`src/rtl/pcistat_pkg.sv`:
```
package pcistat_pkg;

    localparam int REG_W   = 16;
    localparam int LANES   = REG_W / 8;

    localparam int B_DPE   = 15;
    localparam int B_SSE   = 14;
    localparam int B_RMA   = 13;
    localparam int B_RTA   = 12;
    localparam int B_STA   = 11;
    localparam int B_DSEL0 = 9;
    localparam int B_DPD   = 8;
    localparam int B_FBB   = 7;
    localparam int B_CAP   = 4;

    localparam logic [1:0] DEVSEL_MEDIUM = 2'b01;

    typedef struct packed {
        logic perr_detected;
        logic serr_driven;
        logic master_abort;
        logic tabort_rcvd;
        logic tabort_sig;
        logic perr_line;
        logic is_master;
        logic perr_resp;
    } bus_evt_t;

    typedef struct packed {
        logic fbb;
        logic pm;
    } strap_t;

    function automatic logic [REG_W-1:0] sticky_mask();
        logic [REG_W-1:0] m;
        m = '0;
        m[B_DPE] = 1'b1;
        m[B_SSE] = 1'b1;
        m[B_RMA] = 1'b1;
        m[B_RTA] = 1'b1;
        m[B_STA] = 1'b1;
        m[B_DPD] = 1'b1;
        return m;
    endfunction

    function automatic logic [REG_W-1:0] lane_expand(input logic [LANES-1:0] be);
        logic [REG_W-1:0] m;
        for (int i = 0; i < REG_W; i++) m[i] = be[i/8];
        return m;
    endfunction

endpackage

```
`src/rtl/pcistat_evt_qual.sv`:
```
module pcistat_evt_qual
    import pcistat_pkg::*;
(
    input  bus_evt_t          ev,
    output logic [REG_W-1:0]  set_vec
);
    always_comb begin
        set_vec        = '0;
        set_vec[B_DPE] = ev.perr_detected;
        set_vec[B_SSE] = ev.serr_driven;
        set_vec[B_RMA] = ev.master_abort;
        set_vec[B_RTA] = ev.tabort_rcvd;
        set_vec[B_STA] = ev.tabort_sig;
        // all three conditions together
        set_vec[B_DPD] = ev.perr_line & ev.is_master & ev.perr_resp;
    end
endmodule

```
`src/rtl/pcistat_sticky_bit.sv`:
```
module pcistat_sticky_bit (
    input  logic clk,
    input  logic rst,
    input  logic set_i,
    input  logic clr_i,
    output logic q
);
    always_ff @(posedge clk) begin
        if (rst)        q <= 1'b0;
        else if (set_i) q <= 1'b1;
        else if (clr_i) q <= 1'b0;
    end

    a_r6_set_wins: assert property (@(posedge clk) disable iff (rst)
        set_i |=> q);
    a_r5_clear: assert property (@(posedge clk) disable iff (rst)
        (!set_i && clr_i) |=> !q);
    a_r5_hold: assert property (@(posedge clk) disable iff (rst)
        (!set_i && !clr_i) |=> $stable(q));
endmodule

```
`src/rtl/pcistat_sticky_bank.sv`:
```
module pcistat_sticky_bank
    import pcistat_pkg::*;
#(
    parameter int               W    = REG_W,
    parameter logic [W-1:0]     MASK = '0
)(
    input  logic         clk,
    input  logic         rst,
    input  logic [W-1:0] set_vec,
    input  logic [W-1:0] clr_vec,
    output logic [W-1:0] q
);
    for (genvar i = 0; i < W; i++) begin : g_bit
        if (MASK[i]) begin : g_sticky
            pcistat_sticky_bit u_bit (
                .clk   (clk),
                .rst   (rst),
                .set_i (set_vec[i]),
                .clr_i (clr_vec[i]),
                .q     (q[i])
            );
        end else begin : g_none
            assign q[i] = 1'b0;
        end
    end
endmodule

```
`src/rtl/pcistat_readmux.sv`:
```
module pcistat_readmux
    import pcistat_pkg::*;
(
    input  logic [REG_W-1:0] sticky_q,
    input  strap_t           strap,
    output logic [REG_W-1:0] word
);
    localparam logic [REG_W-1:0] SMASK = sticky_mask();

    always_comb begin
        word                       = sticky_q & SMASK;
        word[B_DSEL0+1:B_DSEL0]    = DEVSEL_MEDIUM;
        word[B_FBB]                = strap.fbb;
        word[B_CAP]                = strap.pm;
    end
endmodule

```
`src/rtl/pcistat_reg.sv`:
```
module pcistat_reg
    import pcistat_pkg::*;
(
    input  logic                clk,
    input  logic                rst,
    input  logic                wr_en,
    input  logic [LANES-1:0]    wr_be,
    input  logic [REG_W-1:0]    wr_data,
    output logic [REG_W-1:0]    rd_data,
    input  logic                ev_perr_detected,
    input  logic                ev_serr_driven,
    input  logic                ev_master_abort,
    input  logic                ev_tabort_rcvd,
    input  logic                ev_tabort_sig,
    input  logic                perr_line,
    input  logic                is_master,
    input  logic                cmd_perr_resp,
    input  logic                strap_fbb,
    input  logic                strap_pm
);
    localparam logic [REG_W-1:0] SMASK = sticky_mask();

    bus_evt_t         ev;
    strap_t           strap;
    logic [REG_W-1:0] set_vec;
    logic [REG_W-1:0] clr_vec;
    logic [REG_W-1:0] sticky_q;

    assign ev = '{perr_detected: ev_perr_detected, serr_driven: ev_serr_driven,
                  master_abort: ev_master_abort, tabort_rcvd: ev_tabort_rcvd,
                  tabort_sig: ev_tabort_sig, perr_line: perr_line,
                  is_master: is_master, perr_resp: cmd_perr_resp};
    assign strap = '{fbb: strap_fbb, pm: strap_pm};

    assign clr_vec = wr_en ? (wr_data & lane_expand(wr_be) & SMASK) : '0;

    pcistat_evt_qual u_qual (
        .ev      (ev),
        .set_vec (set_vec)
    );

    pcistat_sticky_bank #(.W(REG_W), .MASK(SMASK)) u_bank (
        .clk     (clk),
        .rst     (rst),
        .set_vec (set_vec),
        .clr_vec (clr_vec),
        .q       (sticky_q)
    );

    pcistat_readmux u_mux (
        .sticky_q (sticky_q),
        .strap    (strap),
        .word     (rd_data)
    );

    a_r1_reset_clears: assert property (@(posedge clk)
        rst |=> ((rd_data & SMASK) == '0));
    a_r2_dpe_any: assert property (@(posedge clk) disable iff (rst)
        ev_perr_detected |=> rd_data[B_DPE]);
    a_r4_dpd_sets: assert property (@(posedge clk) disable iff (rst)
        (perr_line && is_master && cmd_perr_resp) |=> rd_data[B_DPD]);
    a_r4_dpd_needs_resp: assert property (@(posedge clk) disable iff (rst)
        (!rd_data[B_DPD] && !cmd_perr_resp) |=> !rd_data[B_DPD]);
    a_r4_dpd_needs_master: assert property (@(posedge clk) disable iff (rst)
        (!rd_data[B_DPD] && !is_master) |=> !rd_data[B_DPD]);
    a_r5_lane_gate: assert property (@(posedge clk) disable iff (rst)
        (!wr_be[1] && (set_vec == '0)) |=> $stable(rd_data[15:11]));
endmodule

```
`config.mk`:
```
export PLATFORM = sky130hd
export DESIGN_NAME = pcistat_reg
export DESIGN_NICKNAME = d
export VERILOG_FILES = /design/src/rtl/pcistat_pkg.sv /design/src/rtl/pcistat_evt_qual.sv /design/src/rtl/pcistat_sticky_bit.sv /design/src/rtl/pcistat_sticky_bank.sv /design/src/rtl/pcistat_readmux.sv /design/src/rtl/pcistat_reg.sv
export SDC_FILE = /design/constraint.sdc
export NUM_CORES = 1
export LEC_CHECK = 0
export BUFFER_PORTS_ARGS = -buffer_cell sky130_fd_sc_hd__buf_2
export CAP_MARGIN = 10
export CORE_MARGIN = 3
export CORE_UTILIZATION = 30
export CTS_CLUSTER_DIAMETER = 80
export DETAILED_ROUTE_END_ITERATION = 12
export PLACE_DENSITY_LB_ADDON = 0.3
export SYNTH_ARGS = -nofsm -noshare
export SYNTH_HDL_FRONTEND = slang
export SYNTH_HIERARCHICAL = 1
export SYNTH_SLANG_ARGS = --single-unit
export TNS_END_PERCENT = 1
```
`constraint.sdc`:
```
create_clock -name clk -period 1.38 [get_ports clk]
set_input_delay 0.138 -clock clk [delete_from_list [all_inputs] [get_ports clk]]
set_output_delay 0.138 -clock clk [all_outputs]
set_load 0.03 [all_outputs]
```
* Yosys cells after proc, flatten, opt, wreduce, memory -nomap -nowiden
Index checks and enable logic that the tools add are counted.
Storage, ports and cells: output and inout bits 16, register bits 6, logic and storage cells 28, bits of input ports 31
Operators by class: reductions and logical operators 6, mux-type cells 13, bitwise logic cells 3
Operator list (number):
- $and 16x16->16 | 1
- $mux 16 | 1
- $mux 1 | 12
- $reduce_bool 2->1 | 6
- $and 1x1->1 | 2

* Depth between registers and ports, before layout
Gate-level depths: netlist of the first run.
depth after elaboration 4, mapped depth 3, depth with buffers taken out 3

* By module
Netlist of the first run, hierarchy kept.
Modules (own cells, without submodules):
- pcistat_sticky_bit | cells each 4, area an instance 38.8 um^2, times used 6, seq. area each 20.0 um^2
- pcistat_readmux | cells each 18, area an instance 127.6 um^2, times used 1, seq. area each 0.0 um^2
- pcistat_evt_qual | cells each 17, area an instance 122.6 um^2, times used 1, seq. area each 0.0 um^2
- pcistat_sticky_bank | cells each 11, area an instance 78.8 um^2, times used 1, seq. area each 0.0 um^2
- pcistat_reg | cells each 7, area an instance 41.3 um^2, times used 1, seq. area each 0.0 um^2

* Worst setup path before layout of the first run
Ideal clock, no wire load.
path kind input-to-reg, from in wr_data[11], to reg u_bank.g_bit[11].g_sticky.u_bit.q, path buffers 0, cell stages on the path 3, setup slack 0.774 ns, setup time 0.066 ns, data arrival time 0.540 ns, data required time 1.314 ns, path through and3_1 > nand2b_1 > a21oi_2
Between the ends: word-level cells in the longest chain between the ends 3
Ends and longest elaborated chain:
- from (decl) | RTL line pcistat_reg.sv:8 | input logic [REG_W-1:0] wr_data,
- $and 16x16->16 | RTL line pcistat_reg.sv:35 | assign clr_vec = wr_en ? (wr_data & lane_expand(wr_be) & SMASK) : '0;
- $mux 16 | RTL line pcistat_reg.sv:35
- $reduce_bool 2->1 (no source line)
- to (signal assigned) | RTL line pcistat_sticky_bit.sv:9 | if (rst) q <= 1'b0;
- to (signal assigned) | RTL line pcistat_sticky_bit.sv:10 | else if (set_i) q <= 1'b1;
- to (signal assigned) | RTL line pcistat_sticky_bit.sv:11 | else if (clr_i) q <= 1'b0;
- to (decl) | RTL line pcistat_sticky_bit.sv:6 | output logic q
Every way passes these cells. A chain may end at the register's enable or synchronous reset.

* Worst setup path after layout of the first run
from reg u_bank.g_bit[13].g_sticky.u_bit.q, to out rd_data[13]
RTL lines:
- from (decl) | RTL line pcistat_sticky_bit.sv:6
- from (signal assigned) | RTL line pcistat_sticky_bit.sv:9
- from (signal assigned) | RTL line pcistat_sticky_bit.sv:10
- from (signal assigned) | RTL line pcistat_sticky_bit.sv:11
- to (decl) | RTL line pcistat_reg.sv:9 | output logic [REG_W-1:0] rd_data,
No word-level cell between the ends.

==> results of run 1 <==
==> cell type report <==
cell class,instances,area (µm²),share of cell area [%]
Timing Repair Buffer,23,115,24.9
Sequential cell,6,120,25.9
Clock buffer,3,22.5,4.86
Inverter,6,22.5,4.86
Tap cell,15,18.8,4.05
Multi-Input combinational cell,27,164,35.4
==> per-layer routing <==
layer / part of all wire (%) / routed length, µm
met5: 0 / 0
met4: 0 / 0
met3: 19 / 137
met2: 40 / 293
met1: 41 / 302
==> path summary, 6_finish.rpt <==
check	start	to
max	u_bank/g_bit[13].g_sticky.u_bit/q	rd_data[13]
min	ev_master_abort	u_bank/g_bit[13].g_sticky.u_bit/q
max reg2reg	u_bank/g_bit[13].g_sticky.u_bit/q	u_bank/g_bit[13].g_sticky.u_bit/q
min reg2reg	u_bank/g_bit[11].g_sticky.u_bit/q	u_bank/g_bit[11].g_sticky.u_bit/q
==> power breakdown <==
part | total (mW) | switching (mW) | internal (mW)
clock network | 0.162 | 0.0638 | 0.0984
logic | 0.122 | 0.0816 | 0.0404
registers | 0.191 | 0.00498 | 0.186
total | 0.475 | 0.150 | 0.325
==> impl_metrics.csv, run 1 <==
group,metric,value,unit
route,wl_per_cell,9.16,µm
timing,fmax,1.11,GHz
setup_path,crit_family,"flip-flops",
setup_path,r2r_cells,2,
grt,grt_pass1_vias,233,
setup_path,cp.arrival,0.76,ns
placement,post-place-ws,0.600,ns
finish,post-route-util,34.7,%
power_and_ir_drop,totalPowerFinal,0.475,mW
timing,post-route-period-util,65.3,%
finish,instances_no_fill,80,
floorplan,die-area,0.00197,mm²
job,drv_cap,0,
floorplan,die_h,44.4,µm
finish,drive_gt1_share,49.2,%
setup_path,cp_slowest_stage_delay,0.32,ns
grt,use_met2,8.72,%
synthesis,syn_area_per_cell,8.18,µm²
setup_path,cp.depth,1,
grt,antenna_found_initial,0,
timing,fin_crit,0.901,ns
run_status,status,"completed",
grt,grt_max_degree,7,
placement,dp.cells,77,
cts,postCtsHoldBufs,0,
cts,clkTransAtPathRegs,0.04,ns
setup_path,crit_buf_inv,1,
cts,cts_buffers,3,
cts,cts_tree,"yes",
grt,gr-usage-met3,6.91,%
finish,layout_commonest_cell,"buf_2",
hold_path,min_path_type,"in2reg",
synthesis,syn_area,442,µm²
timing,finalSetupTns,0,ns
timing,skew,0,ns
setup_path,critPathKind,"reg2out",
setup_path,regToRegSetupSlack,0.81,ns
finish,final_cell_mix,"buf_2, conb_1, and3_1",
placement,placed_area,440,µm²
finish,final_cell_area,463,µm²
setup_path,start_kind,"flip-flop",
floorplan,die_w,44.4,µm
placement,hpwl,600,µm
route,wirelength,733,µm
cts,clock_path_buffers,2,
hold_path,min_path_cells,3,
route,firstDrtPassIters,4,
timing,finalMaxSlewViolations,0,
route,initialDrtViolationCount,1,
cts,cts_setup_buffers,0,
cts,clockRootBuffer,"clkbuf_4",
route,avgViaCountPerCell,3.79,
grt,use_met1,8.85,%
power_and_ir_drop,irDropWorstVdd,0.000401,V
power_and_ir_drop,leakagePower,0.275,nW
finish,diodes,0,
timing,timing.hold.ws,0.127,ns
timing,final-setup-viol-count,0,
power_and_ir_drop,p_per_area,1030,mW/mm²
synthesis,synthCells,54,
floorplan,start_util,33.1,%
placement,portBuffers,23,
finish,fin_nets,98,
placement,routabilityCongestion,0.672,
cts,htree_levels,1,
setup_path,cp_cell_sequence,"buf_2",
finish,syn_to_final_growth,4.82,%
synthesis,yosys_warnings,6,
timing,finalWorstSetupSlack,0.479,ns
setup_path,cpMaxStageDelayCell,"dfxtp_1",
floorplan,ios,47,
floorplan,row_count,13,
setup_path,crit_fanout,2,
timing,finalHoldViolCount,0,
setup_path,cp.required,1.24,ns
finish,top_register,"u_bank/g_bit.g_sticky.u_bit/q",
route,vias,303,
finish,largest_registers,"u_bank/g_bit.g_sticky.u_bit/q: 6 flops",
route,antenna_left,0,
grt,grt_usage,7.18,%
grt,overflow,0,
timing,rsz0062_at_grt,"no",
cts,cts_resized,0,
grt,busiest_layer,"met1",
grt,grt_first_pass_wirelength,945,µm
finish,fill_cells,156,
cts,clock-sinks,6,
finish,largest_reg_flops,6,
floorplan,core-area,0.00133,mm²
cts,insertion_delay,0.24,ns
route,remaining_drc_errors,0,
setup_path,end_kind,"output pin",
Note: power is estimated with default switching activity, not from simulation.
==> run 2: changes to the inputs <==
clock period = 0.8 ns   (was 1.38 ns; I/O delays follow)
==> run 2 against run 1 <==
  * Combinational power rose by 92%
  * Final cell count stayed put
  * Sequential cell count unchanged
  * Critical endpoint unchanged
==> impl_metrics.csv, run 2 (synthesized netlist as in run 1, its figures left out) <==
group,metric,value,unit
setup_path,crit_fanout,2,
route,firstDrtPassIters,4,
route,wirelength,725,µm
cts,clock_path_buffers,2,
power_and_ir_drop,internal_power,0.589,mW
floorplan,die_h,44.4,µm
route,vias,305,
setup_path,cp.depth,1,
job,drv_cap,0,
finish,fin_nets,98,
timing,rsz0062_at_grt,"yes",
setup_path,crit_end,"rd_data[13]",
grt,grt_usage,7.10,%
setup_path,cp.arrival,0.70,ns
cts,cts_tree,"yes",
finish,post-route-util,38.1,%
cts,clockRootBuffer,"clkbuf_4",
power_and_ir_drop,p_per_area,1680,mW/mm²
setup_path,cp_slowest_stage_delay,0.33,ns
setup_path,crit_buf_inv,1,
power_and_ir_drop,switching_power,0.265,mW
power_and_ir_drop,totalPowerFinal,0.853,mW
finish,top_register,"u_bank/g_bit.g_sticky.u_bit/q",
finish,layout_commonest_cell,"buf_2",
finish,syn_to_final_growth,15.0,%
setup_path,end_kind,"output pin",
grt,grt_first_pass_wirelength,931,µm
power_and_ir_drop,swShare,31.0,%
setup_path,startpoint,"u_bank/g_bit[13].g_sticky.u_bit/q",
setup_path,crit_family,"flip-flops",
cts,postCtsHoldBufs,0,
hold_path,min_path_type,"in2reg",
route,antenna_left,0,
setup_path,cp.required,0.72,ns
run_status,status,"completed",
grt,overflow,0,
grt,grt_pass1_vias,233,
floorplan,row_count,13,
floorplan,core-area,0.00133,mm²
setup_path,worstReg2RegEnd,"u_bank/g_bit[12].g_sticky.u_bit/q",
setup_path,r2r_cells,2,
finish,drive_gt1_share,58.5,%
finish,diodes,0,
timing,final-setup-viol-count,0,
power_and_ir_drop,irDropWorstVdd,0.000697,V
setup_path,critPathKind,"reg2out",
finish,final_cell_mix,"buf_2, conb_1, and3_1",
floorplan,ios,47,
power_and_ir_drop,leakagePower,0.285,nW
power_and_ir_drop,p_seq_share,39.7,%
setup_path,cp_cell_sequence,"buf_6",
floorplan,start_util,33.1,%
finish,largest_registers,"u_bank/g_bit.g_sticky.u_bit/q: 6 flops",
placement,dp.cells,77,
placement,routabilityCongestion,0.672,
timing,fmax,1.29,GHz
power_and_ir_drop,power_frac_comb,27.5,%
setup_path,rr_startpoint,"u_bank/g_bit[12].g_sticky.u_bit/q",
placement,portBuffers,23,
setup_path,start_kind,"flip-flop",
route,wl_per_cell,9.06,µm
setup_path,regToRegSetupSlack,0.21,ns
floorplan,die-area,0.00197,mm²
cts,clock-sinks,6,
cts,clkTransAtPathRegs,0.04,ns
power_and_ir_drop,p_clk_share,32.9,%
finish,largest_reg_flops,6,
cts,cts_buffers,3,
finish,instances_no_fill,80,
hold_path,min_path_cells,3,
route,initialDrtViolationCount,2,
placement,hpwl,600,µm
route,avgViaCountPerCell,3.81,
floorplan,die_w,44.4,µm
grt,antenna_found_initial,0,
timing,finalHoldViolCount,0,
route,remaining_drc_errors,0,
setup_path,cpMaxStageDelayCell,"dfxtp_2",
timing,finalMaxSlewViolations,0,
timing,skew,0,ns
timing,fin_crit,0.778,ns
cts,htree_levels,1,
grt,grt_max_degree,7,
timing,post-route-period-util,97.2,%
cts,insertion_delay,0.24,ns
run 2: cell counts in the layout (fill, tap and decap cells not counted):
Identical to the previous run, type by type.
run 2: worst min-delay path by stage:
stage               slack, ns                                 to            from
floorplan                0.14  u_bank/g_bit[11].g_sticky.u_bit/q             rst
finish                   0.06  u_bank/g_bit[14].g_sticky.u_bit/q  ev_serr_driven
detailed placement       0.16                         rd_data[7]       strap_fbb
CTS                      0.06  u_bank/g_bit[14].g_sticky.u_bit/q  ev_serr_driven
global route             0.06  u_bank/g_bit[11].g_sticky.u_bit/q   ev_tabort_sig
global placement         0.16                         rd_data[7]       strap_fbb
run 2: repair_timing:
item,in CTS,in global routing
setup endpoints to repair,6,4
setup buffers,0,0
resized for setup,17,1
pin swaps,0,0
hold endpoints to repair,0,0
run 2: power groups by stage:
stage	Sequential, mW	Combinational, mW	Clock, mW
2_1_floorplan	0.334	0.233	0
3_3_place_gp	0.336	0.210	0
3_5_place_dp	0.335	0.211	0
4_1_cts	0.338	0.236	0.303
5_1_grt	0.340	0.252	0.315
6_report	0.338	0.234	0.281
run 2: cell type report:
cell class / instances / area, µm²
sequential: 6 / 128
timing repair buffer: 23 / 153
inverter: 6 / 22.5
tap: 15 / 18.8
clock buffer: 3 / 22.5
multi-input combinational: 27 / 164
fill: 142 / 826
run 2: stage by stage:
| stage | setup TNS (ns) | hold WS (ns) | instance area [µm²] | worst slack [ns] |
|---|---|---|---|---|
| after floorplan | 0 | 0.142 | 464 | 0.252 |
| after global placement | 0 | 0.160 | 440 | 0.0865 |
| after detailed placement | 0 | 0.160 | 440 | 0.0776 |
| after CTS | -0.00999 | 0.0551 | 507 | -0.00999 |
| after global routing | -0.0318 | 0.0587 | 508 | -0.0138 |
| final | 0 | 0.0638 | 508 | 0.0225 |
run 2: per-layer routing:
| metal | track usage, % | wire length, µm |
|---|---|---|
| met1 | 8.60 | 296 |
| met2 | 8.72 | 294 |
| met3 | 6.91 | 134 |
| met4 | 1.81 | 0 |
| met5 | 0 | 0 |
==> run 3: changes to the inputs <==
CORE_UTILIZATION = 34   (was 30)
==> run 3 against run 2 <==
  * Setup slack worse by 0.0012 ns
  * Global-route usage is 1.8 points higher
  * Register-to-register slack hardly changed
  * Critical path type unchanged
  * Largest cell class unchanged
  * Highest routed layer unchanged
==> impl_metrics.csv, run 3 (synthesized netlist as in run 1, its figures left out) <==
group,metric,value,unit
route,wl_per_cell,9.00,µm
cts,clkTransAtPathRegs,0.05,ns
setup_path,cp_slowest_stage_delay,0.33,ns
finish,largest_reg_flops,6,
route,firstDrtPassIters,1,
finish,top_register,"u_bank/g_bit.g_sticky.u_bit/q",
finish,drive_gt1_share,58.5,%
placement,portBuffers,23,
floorplan,core-area,0.00116,mm²
placement,routabilityCongestion,0.693,
setup_path,critPathKind,"reg2out",
finish,fin_nets,98,
route,remaining_drc_errors,0,
route,vias,297,
setup_path,crit_fanout,2,
timing,fin_crit,0.779,ns
route,avgViaCountPerCell,3.76,
power_and_ir_drop,totalPowerFinal,0.853,mW
floorplan,start_util,38.2,%
setup_path,rr_startpoint,"u_bank/g_bit[8].g_sticky.u_bit/q",
finish,largest_registers,"u_bank/g_bit.g_sticky.u_bit/q: 6 flops",
placement,hpwl,592,µm
finish,post-route-util,43.8,%
finish,final_cell_mix,"buf_2, conb_1, and3_1",
setup_path,cp_cell_sequence,"buf_6",
grt,grt_usage,8.89,%
setup_path,regToRegSetupSlack,0.20,ns
grt,overflow,0,
power_and_ir_drop,irDropWorstVdd,0.000586,V
floorplan,row_count,12,
cts,htree_levels,1,
setup_path,end_kind,"output pin",
cts,clock_path_buffers,2,
hold_path,min_path_cells,3,
grt,grt_max_degree,7,
floorplan,die_w,42.0,µm
placement,dp.cells,76,
setup_path,cp.arrival,0.70,ns
timing,fmax,1.28,GHz
placement,post-place-ws,0.0838,ns
hold_path,min_path_type,"in2reg",
grt,grt_pass1_vias,262,
power_and_ir_drop,p_per_area,1680,mW/mm²
cts,insertion_delay,0.24,ns
route,initialDrtViolationCount,0,
setup_path,r2r_cells,2,
power_and_ir_drop,leakagePower,0.285,nW
setup_path,crit_family,"flip-flops",
cts,clock-sinks,6,
timing,timing.hold.ws,0.0600,ns
finish,instances_no_fill,79,
setup_path,start_kind,"flip-flop",
run_status,status,"completed",
timing,finalWorstSetupSlack,0.0213,ns
setup_path,crit_buf_inv,1,
finish,layout_commonest_cell,"buf_2",
setup_path,cpMaxStageDelayCell,"dfxtp_2",
hold_path,min_to,"u_bank/g_bit[13].g_sticky.u_bit/q",
timing,finalMaxSlewViolations,0,
cts,clockRootBuffer,"clkbuf_4",
route,antenna_left,0,
floorplan,die_h,42.0,µm
finish,syn_to_final_growth,14.7,%
timing,finalSetupTns,0,ns
timing,post-route-period-util,97.3,%
placement,placed_area,439,µm²
setup_path,startpoint,"u_bank/g_bit[11].g_sticky.u_bit/q",
setup_path,worstReg2RegEnd,"u_bank/g_bit[8].g_sticky.u_bit/q",
grt,antenna_found_initial,0,
setup_path,cp.required,0.72,ns
job,drv_cap,0,
floorplan,die-area,0.00177,mm²
hold_path,min_from,"ev_master_abort",
cts,cts_buffers,3,
setup_path,cp.depth,1,
route,wirelength,711,µm
finish,diodes,0,
timing,rsz0062_at_grt,"yes",
timing,finalHoldViolCount,0,
timing,final-setup-viol-count,0,
timing,skew,0,ns
cts,cts_tree,"yes",
finish,final_cell_area,507,µm²
floorplan,ios,47,
grt,grt_first_pass_wirelength,1100,µm
## run 3: cell counts in the layout (fill, tap and decap cells not counted)
No cell type changed its count.
## run 3: repair_timing
item,CTS,global route
hold buffers,0,0
gates resized for setup,17,1
endpoints found under the setup margin,6,6
buffers inserted,0,0
## run 3: per-layer routing
metal / vias up / GRT usage (%) / share of wire (%)
met2: 15 / 11.1 / 50
li1: 161 / - / -
met5: - / 0 / 0
met1: 121 / 9.79 / 37
met3: 0 / 3.43 / 12
met4: 0 / 11.8 / 0
## run 3: area by class of cell
type,count,area (µm²)
Sequential cell,6,128
Multi-Input combinational cell,27,164
Clock buffer,3,22.5
Tap cell,14,17.5
Fill cell,129,649
Timing Repair Buffer,23,153
Inverter,6,22.5
## run 3: power breakdown
| group | internal [mW] | total (mW) | switching (mW) | leakage (nW) |
|---|---|---|---|---|
| Combinational | 0.0935 | 0.233 | 0.140 | 0.220 |
| Clock | 0.170 | 0.281 | 0.111 | 0.0138 |
| Sequential | 0.325 | 0.339 | 0.0140 | 0.0515 |
| Total | 0.589 | 0.853 | 0.265 | 0.285 |
## run 3: worst max path at each step
stage,endpoint
final,rd_data[11]
after global routing,rd_data[8]
after CTS,rd_data[15]
after detailed placement,u_bank/g_bit[13].g_sticky.u_bit/q
after global placement,u_bank/g_bit[13].g_sticky.u_bit/q
after floorplan,u_bank/g_bit[11].g_sticky.u_bit/q
